$ cat config.mk
export PLATFORM = sky130hd
export DESIGN_NAME = dacrf_top
export DESIGN_NICKNAME = d
export VERILOG_FILES = /design/src/rtl/dacrf_pkg.sv /design/src/rtl/dacrf_sync.sv /design/src/rtl/dacrf_shifter.sv /design/src/rtl/dacrf_latches.sv /design/src/rtl/dacrf_top.sv
export SDC_FILE = /design/constraint.sdc
export NUM_CORES = 1
export LEC_CHECK = 0
export BUFFER_PORTS_ARGS = -buffer_cell sky130_fd_sc_hd__buf_2
export CAP_MARGIN = 20
export CORE_MARGIN = 1.5
export CORE_UTILIZATION = 40
export DETAILED_ROUTE_END_ITERATION = 10
export PLACE_DENSITY = 0.55
export SYNTH_ARGS = -nofsm -noshare
export SYNTH_HDL_FRONTEND = slang
export SYNTH_SLANG_ARGS = --single-unit
$ cat constraint.sdc
create_clock -name clk -period 5.2 [get_ports clk]
set_clock_uncertainty 0.1 [all_clocks]
set_input_delay 1.56 -clock clk [delete_from_list [all_inputs] [get_ports clk]]
set_output_delay 1.56 -clock clk [all_outputs]
set_load 0.02 [all_outputs]
$ cat src/rtl/dacrf_pkg.sv
package dacrf_pkg;
    localparam int unsigned CH_NUM_DEF = 8;
    localparam int unsigned VAL_W_DEF  = 12;
    localparam int unsigned SYNC_DEF   = 2;

    // serial word = value bits, one address bit, channel select bits
    function automatic int unsigned word_width(int unsigned val_w, int unsigned ch_num);
        return val_w + 1 + $clog2(ch_num);
    endfunction
endpackage

$ cat src/rtl/dacrf_sync.sv
module dacrf_sync #(
    parameter int unsigned W      = 1,
    parameter int unsigned STAGES = 2,
    parameter logic [W-1:0] RST_VAL = '0
) (
    input  logic         clk,
    input  logic         rst_n,
    input  logic [W-1:0] async_in,
    output logic [W-1:0] sync_out
);
    logic [W-1:0] stage_d [STAGES];
    logic [W-1:0] stage_q [STAGES];

    always_comb begin
        stage_d[0] = async_in;
        for (int i = 1; i < int'(STAGES); i++) begin
            stage_d[i] = stage_q[i-1];
        end
    end

    always_ff @(posedge clk or negedge rst_n) begin
        if (!rst_n) begin
            for (int i = 0; i < int'(STAGES); i++) stage_q[i] <= RST_VAL;
        end else begin
            for (int i = 0; i < int'(STAGES); i++) stage_q[i] <= stage_d[i];
        end
    end

    assign sync_out = stage_q[STAGES-1];
endmodule

$ cat src/rtl/dacrf_shifter.sv
module dacrf_shifter #(
    parameter int unsigned WORD_W = 16
) (
    input  logic              clk,
    input  logic              rst_n,
    input  logic              sclk_s,
    input  logic              frame_n_s,
    input  logic              sdi_s,
    output logic              sdo,
    output logic              cap_valid,
    output logic [WORD_W-1:0] cap_word
);
    localparam int unsigned CNT_W = $clog2(WORD_W + 1);
    localparam logic [CNT_W-1:0] CNT_FULL = CNT_W'(WORD_W);
    localparam logic [CNT_W-1:0] CNT_LAST = CNT_W'(WORD_W - 1);

    typedef struct packed {
        logic [WORD_W-1:0] shreg;
        logic [CNT_W-1:0]  cnt;
        logic              sclk_prev;
        logic              sdo;
        logic              cap_valid;
        logic [WORD_W-1:0] cap_word;
    } sh_state_t;

    sh_state_t state_d, state_q;
    logic      fall_edge, rise_edge;
    logic [WORD_W-1:0] shifted;

    always_comb begin
        state_d           = state_q;
        state_d.cap_valid = 1'b0;
        state_d.sclk_prev = sclk_s;
        fall_edge = state_q.sclk_prev & ~sclk_s;
        rise_edge = ~state_q.sclk_prev & sclk_s;
        shifted   = {state_q.shreg[WORD_W-2:0], sdi_s};

        if (frame_n_s) begin
            state_d.cnt = '0;
        end else if (fall_edge) begin
            state_d.shreg = shifted;
            if (state_q.cnt != CNT_FULL) begin
                state_d.cnt = state_q.cnt + 1'b1;
            end
            if (state_q.cnt == CNT_LAST) begin
                state_d.cap_valid = 1'b1;
                state_d.cap_word  = shifted;
            end
        end

        if (rise_edge) begin
            state_d.sdo = state_q.shreg[WORD_W-1];
        end
    end

    always_ff @(posedge clk or negedge rst_n) begin
        if (!rst_n) begin
            state_q           <= '0;
            state_q.sclk_prev <= 1'b1;
        end else begin
            state_q <= state_d;
        end
    end

    assign sdo       = state_q.sdo;
    assign cap_valid = state_q.cap_valid;
    assign cap_word  = state_q.cap_word;
endmodule

$ cat src/rtl/dacrf_latches.sv
module dacrf_latches #(
    parameter int unsigned CH_NUM = 8,
    parameter int unsigned VAL_W  = 12,
    parameter int unsigned SEL_W  = 3
) (
    input  logic                    clk,
    input  logic                    rst_n,
    input  logic                    wr_en,
    input  logic [SEL_W-1:0]        wr_sel,
    input  logic [VAL_W-1:0]        wr_val,
    input  logic                    load_n_s,
    input  logic                    clear_n_s,
    output logic [CH_NUM*VAL_W-1:0] in_flat,
    output logic [CH_NUM*VAL_W-1:0] dac_flat
);
    typedef struct packed {
        logic [CH_NUM-1:0][VAL_W-1:0] inr;
        logic [CH_NUM-1:0][VAL_W-1:0] dac;
    } lat_state_t;

    lat_state_t state_d, state_q;

    always_comb begin
        state_d = state_q;
        for (int i = 0; i < int'(CH_NUM); i++) begin
            if (wr_en && (int'(wr_sel) == i)) begin
                state_d.inr[i] = wr_val;
            end
            if (!clear_n_s) begin
                state_d.dac[i] = '0;
            end else if (!load_n_s) begin
                state_d.dac[i] = state_q.inr[i];
            end
        end
    end

    always_ff @(posedge clk or negedge rst_n) begin
        if (!rst_n) begin
            state_q <= '0;
        end else begin
            state_q <= state_d;
        end
    end

    for (genvar g = 0; g < int'(CH_NUM); g++) begin : g_chan_out
        assign in_flat[g*VAL_W +: VAL_W]  = state_q.inr[g];
        assign dac_flat[g*VAL_W +: VAL_W] = state_q.dac[g];
    end
endmodule

$ cat src/rtl/dacrf_top.sv
module dacrf_top
    import dacrf_pkg::*;
#(
    parameter int unsigned CH_NUM      = CH_NUM_DEF,
    parameter int unsigned VAL_W       = VAL_W_DEF,
    parameter int unsigned SYNC_STAGES = SYNC_DEF
) (
    input  logic                    clk,
    input  logic                    rst_n,
    input  logic                    sclk,
    input  logic                    frame_n,
    input  logic                    sdi,
    input  logic                    addr_strap,
    input  logic                    load_n,
    input  logic                    clear_n,
    output logic                    sdo,
    output logic [CH_NUM*VAL_W-1:0] dac_code
);
    localparam int unsigned SEL_W  = $clog2(CH_NUM);
    localparam int unsigned WORD_W = word_width(VAL_W, CH_NUM);
    localparam int unsigned ADDR_BIT = SEL_W;

    // pin order in the synchronizer: sclk, frame_n, sdi, load_n, clear_n
    logic [4:0] pins_s;
    logic sclk_s, frame_n_s, sdi_s, load_n_s, clear_n_s;

    dacrf_sync #(
        .W       (5),
        .STAGES  (SYNC_STAGES),
        .RST_VAL (5'b11011)
    ) sync_i (
        .clk      (clk),
        .rst_n    (rst_n),
        .async_in ({sclk, frame_n, sdi, load_n, clear_n}),
        .sync_out (pins_s)
    );

    assign {sclk_s, frame_n_s, sdi_s, load_n_s, clear_n_s} = pins_s;

    logic              cap_valid;
    logic [WORD_W-1:0] cap_word;

    dacrf_shifter #(.WORD_W(WORD_W)) shifter_i (
        .clk       (clk),
        .rst_n     (rst_n),
        .sclk_s    (sclk_s),
        .frame_n_s (frame_n_s),
        .sdi_s     (sdi_s),
        .sdo       (sdo),
        .cap_valid (cap_valid),
        .cap_word  (cap_word)
    );

    logic             wr_en;
    logic [SEL_W-1:0] wr_sel;
    logic [VAL_W-1:0] wr_val;
    logic [CH_NUM*VAL_W-1:0] in_flat;

    assign wr_en  = cap_valid && (cap_word[ADDR_BIT] == addr_strap);
    assign wr_sel = cap_word[SEL_W-1:0];
    assign wr_val = cap_word[WORD_W-1 -: VAL_W];

    dacrf_latches #(
        .CH_NUM (CH_NUM),
        .VAL_W  (VAL_W),
        .SEL_W  (SEL_W)
    ) latches_i (
        .clk       (clk),
        .rst_n     (rst_n),
        .wr_en     (wr_en),
        .wr_sel    (wr_sel),
        .wr_val    (wr_val),
        .load_n_s  (load_n_s),
        .clear_n_s (clear_n_s),
        .in_flat   (in_flat),
        .dac_flat  (dac_code)
    );
endmodule

==> flow_metrics.env, run 1 <==
export IMPL_grt_max_degree=106
export IMPL_cts_buffers=26
export IMPL_start_util_pct=40.7
export IMPL_fp_coreArea_um2=23500
export IMPL_finalPower_mw=3.81
export IMPL_route_detailed_drc=0
export IMPL_reg2reg_to="latches_i.dac_flat[70]$_DFFE_PN0P_"
export IMPL_finalCritPeriodShare_pct=56.4
export IMPL_path_delay_family="simple AND/OR/NAND/NOR gates"
export IMPL_cts_setup_buffers=0
export IMPL_synth_area_um2=9550
export IMPL_irDropWorstVdd_v=0.000247
export IMPL_drive_above_1_share_pct=38.6
export IMPL_hold_class="flop to flop"
export IMPL_die_h_um=157
export IMPL_hold_viol=0
export IMPL_outcome="finished clean"
export IMPL_cpPeakStageDelay_ns=0.86
export IMPL_ios=105
export IMPL_wl_per_cell_um=18.6
export IMPL_setup_viol=0
export IMPL_fillers=2024
export IMPL_critical_path_class="primary input to flop"
export IMPL_hold_buffers=0
export IMPL_synth_most_common_cell="dfrtp_1"
export IMPL_synth_ff_type="dfrtp_1"
export IMPL_final_cell_count_no_fill=1081
export IMPL_place_inst=1035
export IMPL_crit_path_end_kind="flop"
export IMPL_multi_input_area_um2=3320
export IMPL_rows=56
export IMPL_cp_cell_sequence="buf_2, xor2_1, nor3_2, mux2_2"
export IMPL_via_per_inst=4.82
export IMPL_nets=755
export IMPL_layout_min_cycle_time_ns=2.93
export IMPL_synth_warnings=0
export IMPL_die_w_um=157
export IMPL_synthCells=636
export IMPL_synthDistinctLibCells=31
export IMPL_drv_cap=0
export IMPL_grt_usage_pct=16.7
export IMPL_cts_buffer_depth=3
export IMPL_synth_avg_cell_area_um2=15.0
export IMPL_cts_tree="yes"
export IMPL_crit_path_end="latches_i.in_flat[81]$_DFFE_PN0P_"
export IMPL_cts_root_buf="clkbuf_16"
export IMPL_setup_tns_ns=0
export IMPL_antenna_found_initial=0
export IMPL_ant_nets=0
export IMPL_synthTopCellsByCount="dfrtp_1 (233), mux2_2 (129), nor2b_1 (98)"
export IMPL_slowest_stage="nor3_2"
export IMPL_dieArea_um2=24800
export IMPL_synthTopCellsByArea="dfrtp_1 (61%), mux2_2 (15%), mux2i_1 (10%)"
export IMPL_slew_viol_final=0
export IMPL_io_buffers=104
export IMPL_regArea_um2=6070
export IMPL_synth_async_sr_flop_share_pct=100
export IMPL_insertion_delay_ns=0.52
export IMPL_worst_path_max_fanout=12
export IMPL_synth_top_area_share_pct=61.1
export IMPL_critPathLaunch="addr_strap"
export IMPL_cts_resized=0
export IMPL_syn_nets=647
export IMPL_htreeDepth=1
export IMPL_power_leakage_nw=5.77
export IMPL_place_congestion=0.714
export IMPL_hold_path_depth=0
export IMPL_grt_setup_unrepaired="false"
export IMPL_reg2reg_depth=3
export IMPL_clk_pin_slew_worst_paths_ns=0.05
export IMPL_area_delta_synth_final_pct=17.4
export IMPL_dp_hpwl_mm=12.4
export IMPL_yosys_area_top_type="dfrtp_1"
export IMPL_worstPathRequired_ns=5.50
export IMPL_synth_edf_count=0
export IMPL_tightest_slew_ns=1.03
export IMPL_wl_mm=20.1
export IMPL_grt_pass1_vias=5586
export IMPL_vias=5207
export IMPL_r2r_slack_ns=2.73
export IMPL_dr_pass1_iters=4
export IMPL_overflow=0
export IMPL_start_kind="primary input"
export IMPL_grt_first_pass_wirelength_mm=31.5
export IMPL_seq_area_frac_synth_pct=63.6
export IMPL_cp_depth=4
export IMPL_first_iter_violations=214
export IMPL_relSlewSlack_pct=31.3
export IMPL_diodes=0
export IMPL_ys_seq_elements=242
export IMPL_fmax_mhz=341
export IMPL_r2r_start="sync_i.sync_out[1]$_DFF_PN1_"
export IMPL_critPathArrivalTime_ns=3.23
export IMPL_crit_buf_inv=1
export IMPL_clock_sinks=242
export IMPL_power_density_nw_per_um2=340
## cell families after synthesis
kind of cell | after synthesis | synth area share, %
xor gates and xnor gates | 1 | 0.0918
AOI/OAI and AO/OA | 5 | 0.367
DFF | 242 | 63.6
adders and majority gates | 3 | 0.393
and+or+nand+nor | 122 | 8.18
muxes | 227 | 25.5
buffers and inverters | 36 | 1.87
## cell usage in the layout, fill, tap and decap left out, types with 2 or more instances in the layout
| cell | instances |
|---|---|
| ha_1 | 3 |
| or4_4 | 3 |
| inv_1 | 4 |
| nor3_2 | 2 |
| dfrtp_1 | 233 |
| clkbuf_8 | 5 |
| buf_4 | 7 |
| mux2i_1 | 97 |
| clkbuf_1 | 12 |
| nand2_1 | 2 |
| buf_2 | 103 |
| nor2_1 | 5 |
| mux2_2 | 129 |
| nor2b_1 | 98 |
| dfstp_2 | 8 |
| clkbuf_16 | 27 |
| nand2b_1 | 4 |
## flip-flops by register name (all words and copies together), names as in the netlist
signal               flops
shifter_i.shifted       15
shifter_i.sdo            1
sync_i.stage_d           5
latches_i.dac_flat      96
latches_i.in_flat       96
sync_i.sync_out          5
shifter_i.cap_word      16
shifter_i.cap_valid      1
shifter_i.state_q        7
## stage by stage
| step | hold slack (ns) | area [µm²] | setup WS (ns) | util, % |
|---|---|---|---|---|
| final | 0.255 | 11200 | 2.27 | 47.8 |
| after global routing | 0.258 | 11200 | 2.20 | 47.8 |
| after CTS | 0.256 | 11200 | 2.28 | 47.8 |
| after detailed placement | 0.247 | 10400 | 1.74 | 44.3 |
| after global placement | 0.237 | 10400 | 1.80 | 44.3 |
| after floorplan | 0.231 | 9550 | 2.16 | - |
## per-layer routing
layer	track usage [%]	wire length [µm]	up-vias
li1	-	-	2411
met1	21.6	8980	2693
met5	0	0	-
met3	2.62	551	33
met4	4.00	395	0
met2	29.2	10100	70
## power by group
group,switching [mW],total (mW),internal [mW]
Combinational,0.0648,0.122,0.0573
Sequential,0.0355,1.96,1.92
Clock,0.702,1.73,1.03
## worst reg2reg max path: stages, from the launching register on
cell	delay, ns
dfstp_4	1.29
buf_4	0.63
mux2i_1	0.28
nor2b_1	0.07
## worst min path at each step
stage                                            from                      endpoint
after global placement    sync_i.stage_d[2]$_DFF_PN0_  sync_i.sync_out[2]$_DFF_PN0_
after global routing      sync_i.stage_d[4]$_DFF_PN1_  sync_i.sync_out[4]$_DFF_PN1_
after floorplan           sync_i.stage_d[2]$_DFF_PN0_  sync_i.sync_out[2]$_DFF_PN0_
final                     sync_i.stage_d[4]$_DFF_PN1_  sync_i.sync_out[4]$_DFF_PN1_
after CTS                 sync_i.stage_d[3]$_DFF_PN1_  sync_i.sync_out[3]$_DFF_PN1_
after detailed placement  sync_i.stage_d[2]$_DFF_PN0_  sync_i.sync_out[2]$_DFF_PN0_
## cell type report
| cell class | instances | share of cell area [%] |
|---|---|---|
| inverter | 4 | 0.134 |
| clock buffer | 44 | 7.04 |
| clock inverter | 2 | 0.145 |
| tap | 319 | 3.56 |
| timing repair buffer | 112 | 5.38 |
| sequential | 242 | 54.2 |
| multi-input combinational | 358 | 29.6 |
(Power assumes the default switching activity.)
==> run 2, diff against run 1 <==
Settings changed: PLACE_DENSITY 0.55 to 0.57.
Clock period 5.2 ns to 2.6 ns, I/O delays scaled along.
==> run 2 against run 1 <==
Flip-flop and latch count unchanged. Cell count is 0.56% higher. Clock-buffer cell count fell by 6. First-iteration DRC count is 24% higher. Clock power up 100%. Highest routed layer unchanged. Global-route usage grew 0.21 points. Combinational power grew 130%. Core utilization increased by 0.55 points. Routed wire length is 1.1% higher.
==> flow_metrics.env, run 2 (synthesized netlist as in run 1, its figures left out) <==
export IMPL_outcome="finished clean"
export IMPL_grt_first_pass_wirelength_mm=32.2
export IMPL_htreeDepth=1
export IMPL_start_kind="flop"
export IMPL_place_congestion=0.729
export IMPL_first_iter_violations=265
export IMPL_cts_root_buf="clkbuf_16"
export IMPL_setup_tns_ns=0
export IMPL_vias=5322
export IMPL_mostFrequentLayoutCell="dfrtp_1"
export IMPL_cp_cell_sequence="buf_2"
export IMPL_tightest_slew_ns=0.775
export IMPL_hold_viol=0
export IMPL_critPathArrivalTime_ns=1.12
export IMPL_grt_max_degree=97
export IMPL_path_delay_family="flip-flops"
export IMPL_clock_sinks=242
export IMPL_regArea_um2=6070
export IMPL_grt_pass1_vias=5641
export IMPL_worst_path_max_fanout=2
export IMPL_nets=763
export IMPL_critical_path_class="flop to output port"
export IMPL_crit_buf_inv=1
export IMPL_dieArea_um2=24800
export IMPL_power_leakage_nw=5.84
export IMPL_clkPwrFrac_pct=45.5
export IMPL_crit_path_end_kind="output port"
export IMPL_ant_nets=0
export IMPL_drive_above_1_share_pct=39.7
export IMPL_relSlewSlack_pct=48.2
export IMPL_grt_usage_pct=16.9
export IMPL_fp_coreArea_um2=23500
export IMPL_cts_buffer_depth=3
export IMPL_clk_pin_slew_worst_paths_ns=0.05
export IMPL_io_buffers=104
export IMPL_hold_buffers=0
export IMPL_multi_input_area_um2=3320
export IMPL_wl_mm=20.3
export IMPL_layout_common_cells="dfrtp_1 (233), mux2_2 (129), buf_2 (103), nor2b_1 (98), mux2i_1 (97)"
export IMPL_dr_pass1_iters=4
export IMPL_start_util_pct=40.7
export IMPL_overflow=0
export IMPL_power_density_nw_per_um2=677
export IMPL_drv_cap=0
export IMPL_placed_cell_area_um2=10500
export IMPL_fin_area_um2=11300
export IMPL_insertion_delay_ns=0.52
export IMPL_ios=105
export IMPL_rows=56
export IMPL_grt_setup_unrepaired="false"
export IMPL_irDropWorstVdd_v=0.000382
export IMPL_setup_viol=0
export IMPL_fmax_mhz=501
export IMPL_die_w_um=157
export IMPL_antenna_found_initial=0
export IMPL_p_int_mw=6.07
export IMPL_diodes=0
export IMPL_wl_per_cell_um=18.7
export IMPL_area_delta_synth_final_pct=18.8
export IMPL_cpPeakStageDelay_ns=0.41
export IMPL_cts_buffers=26
export IMPL_hold_class="primary input to asynchronous set/reset pin"
export IMPL_fillers=2023
export IMPL_worstPathRequired_ns=1.72
export IMPL_swShare_pct=20.9
export IMPL_slew_viol_final=0
export IMPL_die_h_um=157
export IMPL_cts_setup_buffers=0
export IMPL_utilization_pct=48.3
export IMPL_layout_min_cycle_time_ns=2.00
export IMPL_finalCritPeriodShare_pct=76.8
export IMPL_route_detailed_drc=0
export IMPL_dp_hpwl_mm=12.9
export IMPL_switchingPower_mw=1.61
export IMPL_cts_tree="yes"
export IMPL_cts_resized=0
export IMPL_p_seq_share_pct=50.8
export IMPL_p_comb_share_pct=3.7
export IMPL_slowest_stage="dfrtp_1"
export IMPL_via_per_inst=4.90
[run 2: cell count changes in the layout (fill, tap and decap cells not counted), sizes merged]
| cell | previous run | this run |
|---|---|---|
| buf | 112 | 120 |
| inv | 5 | 4 |
| clkinv | 1 | 5 |
| clkbuf | 44 | 38 |
| bufinv | 0 | 1 |
[run 2: metal layers]
layer,track usage (%),vias up,routed length (µm)
met1,22.3,2792,8960
met3,2.73,23,752
met2,29.2,85,10300
met4,3.77,0,282
li1,-,2422,-
met5,0,-,0
[run 2: metrics by stage]
stage | worst slack [ns] | hold slack (ns) | cells | total power, mW
2_1_floorplan | 0.341 | 0.231 | 636 | 4.11
3_3_place_gp | 0.108 | 0.240 | 1043 | 4.24
3_5_place_dp | 0.0935 | 0.246 | 1043 | 4.26
4_1_cts | 0.597 | 0.177 | 1087 | 7.78
5_1_grt | 0.525 | 0.184 | 1087 | 7.99
6_report | 0.604 | 0.158 | 1087 | 7.67
[run 2: path summary, 6_finish.rpt]
check | start | end | slack [ns] | depth (start not counted)
setup / recovery | latches_i.dac_flat[92]$_DFFE_PN0P_ | dac_code[92] | 0.60 | 1
hold / removal | rst_n | latches_i.dac_flat[15]$_DFFE_PN0P_ | 0.16 | 1
setup reg to reg | shifter_i.cap_word[3]$_DFFE_PN0P_ | latches_i.in_flat[28]$_DFFE_PN0P_ | 0.64 | 3
hold reg to reg | sync_i.stage_d[0]$_DFF_PN1_ | sync_i.sync_out[0]$_DFF_PN1_ | 0.26 | 0
max in group asynchronous | rst_n | latches_i.in_flat[65]$_DFFE_PN0P_ | 1.56 | 2
min in group clk | sync_i.stage_d[0]$_DFF_PN1_ | sync_i.sync_out[0]$_DFF_PN1_ | 0.26 | 0
[run 2: layout make-up]
| type | count | area share, % |
|---|---|---|
| Sequential cell | 242 | 53.5 |
| Multi-Input combinational cell | 358 | 29.3 |
| Clock buffer | 38 | 6.68 |
| Timing Repair Buffer | 120 | 6.40 |
| Tap cell | 319 | 3.52 |
| Clock inverter | 6 | 0.485 |
| Inverter | 4 | 0.132 |
[run 2: power groups by stage]
stage	registers, mW	logic (mW)	clock network, mW
CTS	3.90	0.296	3.58
detailed placement	3.96	0.294	0
floorplan	3.94	0.167	0
finish	3.90	0.284	3.49
global placement	3.96	0.282	0
global route	3.91	0.314	3.77
